`config.mk`:
```
export PLATFORM = sky130hd
export DESIGN_NAME = nic_csr_port
export DESIGN_NICKNAME = d
export VERILOG_FILES = /design/src/rtl/nic_csr_pkg.sv /design/src/rtl/nic_csr_host_port.sv /design/src/rtl/nic_csr_status.sv /design/src/rtl/nic_csr_setup.sv /design/src/rtl/nic_csr_port.sv
export SDC_FILE = /design/constraint.sdc
export NUM_CORES = 1
export LEC_CHECK = 0
export BUFFER_PORTS_ARGS = -buffer_cell sky130_fd_sc_hd__clkbuf_2
export CORE_ASPECT_RATIO = 2
export CORE_MARGIN = 2
export CORE_UTILIZATION = 34
export DETAILED_ROUTE_END_ITERATION = 10
export GPL_ROUTABILITY_DRIVEN = 0
export PLACE_DENSITY = 0.66
export SLEW_MARGIN = 10
export SYNTH_ARGS = -nofsm -noshare
export SYNTH_HDL_FRONTEND = slang
export SYNTH_HIERARCHICAL = 1
export SYNTH_SLANG_ARGS = --single-unit
```
`constraint.sdc`:
```
create_clock -name clk -period 3.3 [get_ports clk]
set_clock_uncertainty 0.05 [all_clocks]
set_input_delay 0.825 -clock clk [delete_from_list [all_inputs] [get_ports clk]]
set_output_delay 0.825 -clock clk [all_outputs]
set_load 0.02 [all_outputs]
```
`src/rtl/nic_csr_pkg.sv`:
```
`timescale 1ns/1ps
package nic_csr_pkg;
    localparam int DATA_W = 16;
    localparam int FLAG_W = 7;
    localparam int CMD_W  = 4;
    // flag vector order: [6] babble [5] heartbeat [4] missed [3] memory [2] rx [1] tx [0] init done
    localparam logic [FLAG_W-1:0] ERR_MASK  = 7'b1111000;
    localparam logic [FLAG_W-1:0] INTR_MASK = 7'b1011111;

    typedef struct packed {
        logic [FLAG_W-1:0] flags;
        logic              inea;
        logic              rxon;
        logic              txon;
        logic              stop;
        logic              strt;
        logic              init;
        logic [CMD_W-1:0]  pulse;   // [3] tx demand [2] stop [1] start [0] init
    } csr0_state_t;

    localparam csr0_state_t CSR0_RESET = '{flags: '0, inea: 1'b0, rxon: 1'b0, txon: 1'b0,
                                           stop: 1'b1, strt: 1'b0, init: 1'b0, pulse: '0};
endpackage

```
`src/rtl/nic_csr_host_port.sv`:
```
`timescale 1ns/1ps
module nic_csr_host_port #(
    parameter int REG_W  = 2,
    parameter int DATA_W = 16,
    localparam int NUM_REGS = 1 << REG_W
) (
    input  logic                             clk,
    input  logic                             rst_n,
    input  logic                             port_sel_i,
    input  logic                             wr_i,
    input  logic [REG_W-1:0]                 sel_wdata_i,
    input  logic [NUM_REGS-1:0][DATA_W-1:0]  reg_rd_i,
    output logic [NUM_REGS-1:0]              wr_sel_o,
    output logic [DATA_W-1:0]                rdata_o
);
    logic [REG_W-1:0] rap_d, rap_q;

    always_comb begin
        rap_d = rap_q;
        if (wr_i && port_sel_i) rap_d = sel_wdata_i;
    end

    always_ff @(posedge clk or negedge rst_n) begin
        if (!rst_n) rap_q <= '0;
        else        rap_q <= rap_d;
    end

    for (genvar g = 0; g < NUM_REGS; g++) begin : g_wsel
        assign wr_sel_o[g] = wr_i && !port_sel_i && (rap_q == REG_W'(g));
    end

    assign rdata_o = port_sel_i ? {{(DATA_W-REG_W){1'b0}}, rap_q} : reg_rd_i[rap_q];

    // the selector only moves on a write to its own location
    assert_sel_hold_R1: assert property (@(posedge clk) disable iff (!rst_n)
        !(wr_i && port_sel_i) |=> $stable(rap_q));
    // at most one register receives a data write
    assert_one_target_R1: assert property (@(posedge clk) disable iff (!rst_n)
        (wr_i && port_sel_i) |-> (wr_sel_o == '0));
endmodule

```
`src/rtl/nic_csr_status.sv`:
```
`timescale 1ns/1ps
module nic_csr_status
    import nic_csr_pkg::*;
(
    input  logic                 clk,
    input  logic                 rst_n,
    input  logic                 wr_i,
    input  logic [FLAG_W-1:0]    wr_clr_i,
    input  logic                 wr_inea_i,
    input  logic [CMD_W-1:0]     wr_cmd_i,
    input  logic [FLAG_W-1:0]    evt_i,
    input  logic                 evt_rx_on_i,
    input  logic                 evt_tx_on_i,
    output logic [DATA_W-1:0]    rd_o,
    output logic [CMD_W-1:0]     pulse_o,
    output logic                 stop_o,
    output logic                 irq_o
);
    csr0_state_t s_d, s_q;
    logic err_sum, intr_sum;

    always_comb begin
        s_d       = s_q;
        s_d.flags = (s_q.flags & ~(wr_i ? wr_clr_i : '0)) | evt_i;
        s_d.pulse = wr_i ? wr_cmd_i : '0;
        if (wr_i) s_d.inea = wr_inea_i;
        if (evt_rx_on_i && !s_q.stop) s_d.rxon = 1'b1;
        if (evt_tx_on_i && !s_q.stop) s_d.txon = 1'b1;
        if (wr_i && (wr_cmd_i[1] || wr_cmd_i[0])) s_d.stop = 1'b0;
        if (wr_i && wr_cmd_i[1]) s_d.strt = 1'b1;
        if (wr_i && wr_cmd_i[0]) s_d.init = 1'b1;
        if (wr_i && wr_cmd_i[2]) begin
            s_d.stop = 1'b1;
            s_d.strt = 1'b0;
            s_d.init = 1'b0;
            s_d.rxon = 1'b0;
            s_d.txon = 1'b0;
        end
    end

    always_ff @(posedge clk or negedge rst_n) begin
        if (!rst_n) s_q <= CSR0_RESET;
        else        s_q <= s_d;
    end

    assign err_sum  = |(s_q.flags & ERR_MASK);
    assign intr_sum = |(s_q.flags & INTR_MASK);
    assign rd_o     = {err_sum, s_q.flags, intr_sum, s_q.inea, s_q.rxon, s_q.txon,
                       1'b0, s_q.stop, s_q.strt, s_q.init};
    assign pulse_o  = s_q.pulse;
    assign stop_o   = s_q.stop;
    assign irq_o    = intr_sum & s_q.inea;

    // an event pulse always lands, even against a clearing write
    assert_event_sets_R3: assert property (@(posedge clk) disable iff (!rst_n)
        (evt_i != '0) |=> ((s_q.flags & $past(evt_i)) == $past(evt_i)));
    // R9 (and R7): a stop command clears the running state
    assert_stop_clears_R9: assert property (@(posedge clk) disable iff (!rst_n)
        (wr_i && wr_cmd_i[2]) |=> (s_q.stop && !s_q.strt && !s_q.init && !s_q.rxon && !s_q.txon));
    // the tx demand strobe only follows a written 1
    assert_tdmd_cause_R8: assert property (@(posedge clk) disable iff (!rst_n)
        $rose(pulse_o[3]) |-> $past(wr_i && wr_cmd_i[3]));
    // an interrupting event with the enable held raises irq
    assert_irq_follows_R13: assert property (@(posedge clk) disable iff (!rst_n)
        ((|(evt_i & INTR_MASK)) && s_q.inea && !wr_i) |=> irq_o);
endmodule

```
`src/rtl/nic_csr_setup.sv`:
```
`timescale 1ns/1ps
module nic_csr_setup #(
    parameter int LO_W   = 16,
    parameter int HI_W   = 8,
    parameter int MODE_W = 3,
    localparam int ADDR_W = LO_W + HI_W
) (
    input  logic              clk,
    input  logic              rst_n,
    input  logic              unlock_i,
    input  logic              wr_lo_i,
    input  logic              wr_hi_i,
    input  logic              wr_mode_i,
    input  logic [LO_W-1:0]   wdata_lo_i,
    input  logic [HI_W-1:0]   wdata_hi_i,
    input  logic [MODE_W-1:0] wdata_mode_i,
    output logic [ADDR_W-1:0] addr_o,
    output logic [MODE_W-1:0] mode_o
);
    typedef struct packed {
        logic [LO_W-1:0]   lo;
        logic [HI_W-1:0]   hi;
        logic [MODE_W-1:0] mode;
    } setup_t;

    setup_t r_d, r_q;

    always_comb begin
        r_d = r_q;
        if (unlock_i && wr_lo_i)   r_d.lo   = wdata_lo_i;
        if (unlock_i && wr_hi_i)   r_d.hi   = wdata_hi_i;
        if (unlock_i && wr_mode_i) r_d.mode = wdata_mode_i;
    end

    always_ff @(posedge clk or negedge rst_n) begin
        if (!rst_n) r_q <= '0;
        else        r_q <= r_d;
    end

    assign addr_o = {r_q.hi, r_q.lo};
    assign mode_o = r_q.mode;

    // setup registers are frozen while the controller runs
    assert_locked_R12: assert property (@(posedge clk) disable iff (!rst_n)
        !unlock_i |=> ($stable(addr_o) && $stable(mode_o)));
endmodule

```
`src/rtl/nic_csr_port.sv`:
```
`timescale 1ns/1ps
module nic_csr_port
    import nic_csr_pkg::*;
(
    input  logic        clk,
    input  logic        rst_n,
    input  logic        host_port_sel,
    input  logic        host_wr,
    input  logic [15:0] host_wdata,
    output logic [15:0] host_rdata,
    input  logic [6:0]  ev_flags,
    input  logic        ev_rx_on,
    input  logic        ev_tx_on,
    output logic        cmd_init,
    output logic        cmd_start,
    output logic        cmd_stop,
    output logic        cmd_tx_demand,
    output logic        irq,
    output logic [23:0] setup_addr,
    output logic [2:0]  mode_bits
);
    localparam int REG_W    = 2;
    localparam int NUM_REGS = 1 << REG_W;
    localparam int LO_W     = 16;
    localparam int HI_W     = 8;
    localparam int MODE_W   = 3;

    logic [NUM_REGS-1:0]             wr_sel;
    logic [NUM_REGS-1:0][DATA_W-1:0] regs_rd;
    logic [CMD_W-1:0]                pulses;
    logic                            stopped;

    nic_csr_host_port #(.REG_W(REG_W), .DATA_W(DATA_W)) u_port (
        .clk(clk), .rst_n(rst_n),
        .port_sel_i(host_port_sel), .wr_i(host_wr),
        .sel_wdata_i(host_wdata[REG_W-1:0]),
        .reg_rd_i(regs_rd), .wr_sel_o(wr_sel), .rdata_o(host_rdata)
    );

    nic_csr_status u_csr0 (
        .clk(clk), .rst_n(rst_n),
        .wr_i(wr_sel[0]),
        .wr_clr_i(host_wdata[14:8]),
        .wr_inea_i(host_wdata[6]),
        .wr_cmd_i(host_wdata[3:0]),
        .evt_i(ev_flags), .evt_rx_on_i(ev_rx_on), .evt_tx_on_i(ev_tx_on),
        .rd_o(regs_rd[0]), .pulse_o(pulses), .stop_o(stopped), .irq_o(irq)
    );

    nic_csr_setup #(.LO_W(LO_W), .HI_W(HI_W), .MODE_W(MODE_W)) u_setup (
        .clk(clk), .rst_n(rst_n),
        .unlock_i(stopped),
        .wr_lo_i(wr_sel[1]), .wr_hi_i(wr_sel[2]), .wr_mode_i(wr_sel[3]),
        .wdata_lo_i(host_wdata[LO_W-1:0]),
        .wdata_hi_i(host_wdata[HI_W-1:0]),
        .wdata_mode_i(host_wdata[MODE_W-1:0]),
        .addr_o(setup_addr), .mode_o(mode_bits)
    );

    assign regs_rd[1] = setup_addr[LO_W-1:0];
    assign regs_rd[2] = {{(DATA_W-HI_W){1'b0}}, setup_addr[LO_W+HI_W-1:LO_W]};
    assign regs_rd[3] = {{(DATA_W-MODE_W){1'b0}}, mode_bits};

    assign cmd_init      = pulses[0];
    assign cmd_start     = pulses[1];
    assign cmd_stop      = pulses[2];
    assign cmd_tx_demand = pulses[3];
endmodule

```
==> run metrics <==
Critical path origin u_csr0/rd_o[12]; highest cell delay on the worst timing path approximately 0.45 ns; Netlist cell types 33; CTS resizes 0; Worst R2R Start u_port/rap_q[1]; outcome finished, final reports clean; share of post-route cells with drive strength above 1 between 50 and 60%; total number of nets in the final design approximately 300; final cell count without fillers roughly 360; top cell type's share of synthesized area 47.3%; Die X-Extent between 60 and 70 um; Crit-path slowest cell sky130_fd_sc_hd__mux4_2; number of global-route vias before repair 1731; TritonCTS clock tree done; Avg Cell Area, Syn 13.7 sq um; Routed WL per cell ~15 um; Clock Latency Late Sink roughly 0.28 ns; power density over cell area between 800 and 900 mW/mm^2; worst setup path class reg2out; post-synth top area cell sky130_fd_sc_hd__dfrtp_1; Commonest cells post-synth sky130_fd_sc_hd__dfrtp_1, sky130_fd_sc_hd__mux2_2, sky130_fd_sc_hd__nor2b_1, sky130_fd_sc_hd__mux4_2; library cell used as clock root buffer sky130_fd_sc_hd__clkbuf_16; H-Tree Depth 2; mean number of vias per cell 4.65; Pleak 1.50 nW; ports placed on the boundary between 70 and 80; type of element capturing the critical path primary output; total stage count of the critical path 5; setup slack, reg-to-reg roughly 1.3 ns; endpoint of the worst-slack reg-to-reg timing path u_csr0/rd_o[6]; critical path data required time 2.42 ns; data arrival time at the worst-slack endpoint between 2 and 2.5 ns; period utilization 95.6%; violation count after the first detailed-route iteration 53; max-slew violations 0; Post-synth EDFFs 0; critical-path cell list or3_4 > or4_1 > mux4_2 > nor2b_1 > clkbuf_2; Setup-failing EPs final 0; Mapped Cells 174; top-count cell post-synth sky130_fd_sc_hd__dfrtp_1; cells taking the most area after synthesis sky130_fd_sc_hd__dfrtp_1, sky130_fd_sc_hd__mux4_2, sky130_fd_sc_hd__mux2_2; final critical delay including setup and external delays about 3.2 ns; total count of hold-check failures in the final report 0; setup repair after global routing missed its margin no; Min-Delay Path Class reg2reg; mapped cell area around 0.0024 sq mm; register area share after synthesis between 40% and 50%; Fmax 317 MHz; overall via count from detail_route about 1700; area added between synthesis and finish 28.1%; die span in y between 100 and 150 um; TritonCTS sink count 46; ANT cells 0; clk slew on worst S/H paths roughly 0.060 ns; starting density of the core about a third; slew at the pin closest to its max-slew limit between 0.6 and 0.7 ns; Relative slew margins between 50% and 60%; endpoint of the worst setup timing path host_rdata[7]; Critical path buffers and inverters 1; antenna viol nets, final 0; cts bufs inserted 5; Clock Path Buffers 2; Inst Count DP 351; global-route wire length before repair ~8800 um; core footprint between 0.006 and 0.007 sq mm; final sum of negative setup slack 0 ns; Die ar. 0.00773 sq mm; kind of launch point of the worst setup path flip-flop; number of buffers added on ports 76; most frequently used flop master after synthesis sky130_fd_sc_hd__dfrtp_1; routed wire length between 5000 and 6000 um; number of synthesized register bits 46; maximum number of pins on one net before global-route repair 47; maximum fanout along the worst path 3; Global Route Usage Sum approximately 15%; asr flop ratio synth 100%; Core Rows 43; Detailed Routing Iterations Pass 1 4; largest vdd supply drop roughly 0.0005 V; max-cap viol count 0; final global-route overflow total 0; number of DRC violations after detailed routing 0; total number of yosys warnings 6; DP Wirelength 4020 um; post-CTS setup buffer count 0; R2R depth 4; kind of cell with the highest combined delay on the critical path simple AND/OR/NAND/NOR gates; hold-fix buffer count after cts 0; number of antenna violations at the first check in global routing 0
-- sequential cells by signal (all words and copies together), names as in the netlist --
name	count
u_csr0/pulse_o	4
u_csr0/rd_o	12
u_port/rap_q	2
u_csr0/stop_o	1
u_setup/addr_o	24
u_setup/mode_o	3
-- cells in the final DEF (no fill, tap or decap) --
master,synthesis,layout
sky130_fd_sc_hd__mux4_2,14,14
sky130_fd_sc_hd__mux2_4,10,10
sky130_fd_sc_hd__inv_1,2,2
sky130_fd_sc_hd__and3b_1,1,1
sky130_fd_sc_hd__and3_1,1,1
sky130_fd_sc_hd__a21o_1,7,7
sky130_fd_sc_hd__nor3b_2,0,1
sky130_fd_sc_hd__o41a_2,1,1
sky130_fd_sc_hd__a21o_2,1,1
sky130_fd_sc_hd__dfstp_2,1,1
sky130_fd_sc_hd__nor2b_1,16,16
sky130_fd_sc_hd__clkbuf_16,0,5
sky130_fd_sc_hd__nand2_4,1,1
sky130_fd_sc_hd__and2_1,4,4
sky130_fd_sc_hd__dfrtp_1,45,45
sky130_fd_sc_hd__nor2_1,5,5
sky130_fd_sc_hd__a2bb2oi_1,1,1
sky130_fd_sc_hd__mux2_2,21,21
sky130_fd_sc_hd__a22oi_1,2,2
sky130_fd_sc_hd__o21ai_0,2,2
sky130_fd_sc_hd__nand2_1,10,10
sky130_fd_sc_hd__bufinv_16,0,1
sky130_fd_sc_hd__mux2i_1,2,2
sky130_fd_sc_hd__buf_4,4,5
sky130_fd_sc_hd__or2_2,1,1
sky130_fd_sc_hd__nand2b_1,2,2
sky130_fd_sc_hd__or3_4,1,1
sky130_fd_sc_hd__clkbuf_2,0,76
sky130_fd_sc_hd__clkbuf_1,3,2
sky130_fd_sc_hd__a21oi_1,4,4
sky130_fd_sc_hd__nand2_2,1,1
sky130_fd_sc_hd__conb_1,2,22
sky130_fd_sc_hd__or4_1,1,1
-- cell families (layout without fill, tap and decap cells) --
logic type,count (synthesis),in the layout,synth area share [%]
flip-flops,46,46,48.4
AO/OA/AOI/OAI,18,18,5.36
multiplexers,47,47,30.3
buffers and inverters,16,91,4.68
AND/OR/NAND/NOR,45,45,10.9
other,2,22,0.316
-- metrics by stage --
step	util (%)	setup WS, ns	power, mW	area [sq um]	hold slack (ns)
4_1_cts	44.6	0.125	2.53	3050	0.460
3_3_place_gp	42.2	0.470	1.93	2890	0.430
6_report	44.6	0.147	2.50	3050	0.454
5_1_grt	44.6	0.0793	2.65	3050	0.490
2_1_floorplan	-	0.533	1.62	2450	0.409
3_5_place_dp	42.2	0.445	1.96	2890	0.444
-- power by group --
part           total (mW)  switching, mW  internal [mW]
Combinational       0.996          0.512          0.484
Clock               0.555          0.197          0.358
Sequential          0.945          0.178          0.767
Total                2.50          0.887           1.61
-- worst min-delay path by stage --
stage,end,cells past startpoint,from
after detailed placement,u_csr0/rd_o[0],2,u_csr0/rd_o[0]
after global routing,u_csr0/rd_o[14],1,u_csr0/rd_o[14]
final,u_csr0/rd_o[0],2,u_csr0/rd_o[0]
after global placement,u_csr0/rd_o[0],2,u_csr0/rd_o[0]
after floorplan,u_csr0/rd_o[13],1,u_csr0/rd_o[13]
after CTS,u_csr0/rd_o[0],2,u_csr0/rd_o[0]
-- layer usage --
metal	up-vias	routed length, um	GRT usage, %
li1	785	-	-
met1	808	2310	19.7
met2	71	2580	23.5
met3	7	378	3.76
met4	0	64	4.58
met5	-	0	0
-- layout make-up --
type | count | area (sq um)
inverters | 2 | 7.51
repair buffers | 81 | 418
flip-flops and latches | 46 | 1150
clock inverters | 1 | 30.0
multi-input cells | 132 | 1200
fillers | 663 | 3780
clock buffers | 7 | 133
well taps | 90 | 113
-- worst register-to-register path: cells and delay by family (launching register included) --
family / cells / cell delay, ns
buf+inv: 2 / 0.57
flops: 1 / 0.61
mux: 1 / 0.35
simple gates: 1 / 0.33
Power figures use the tool's default switching activity.
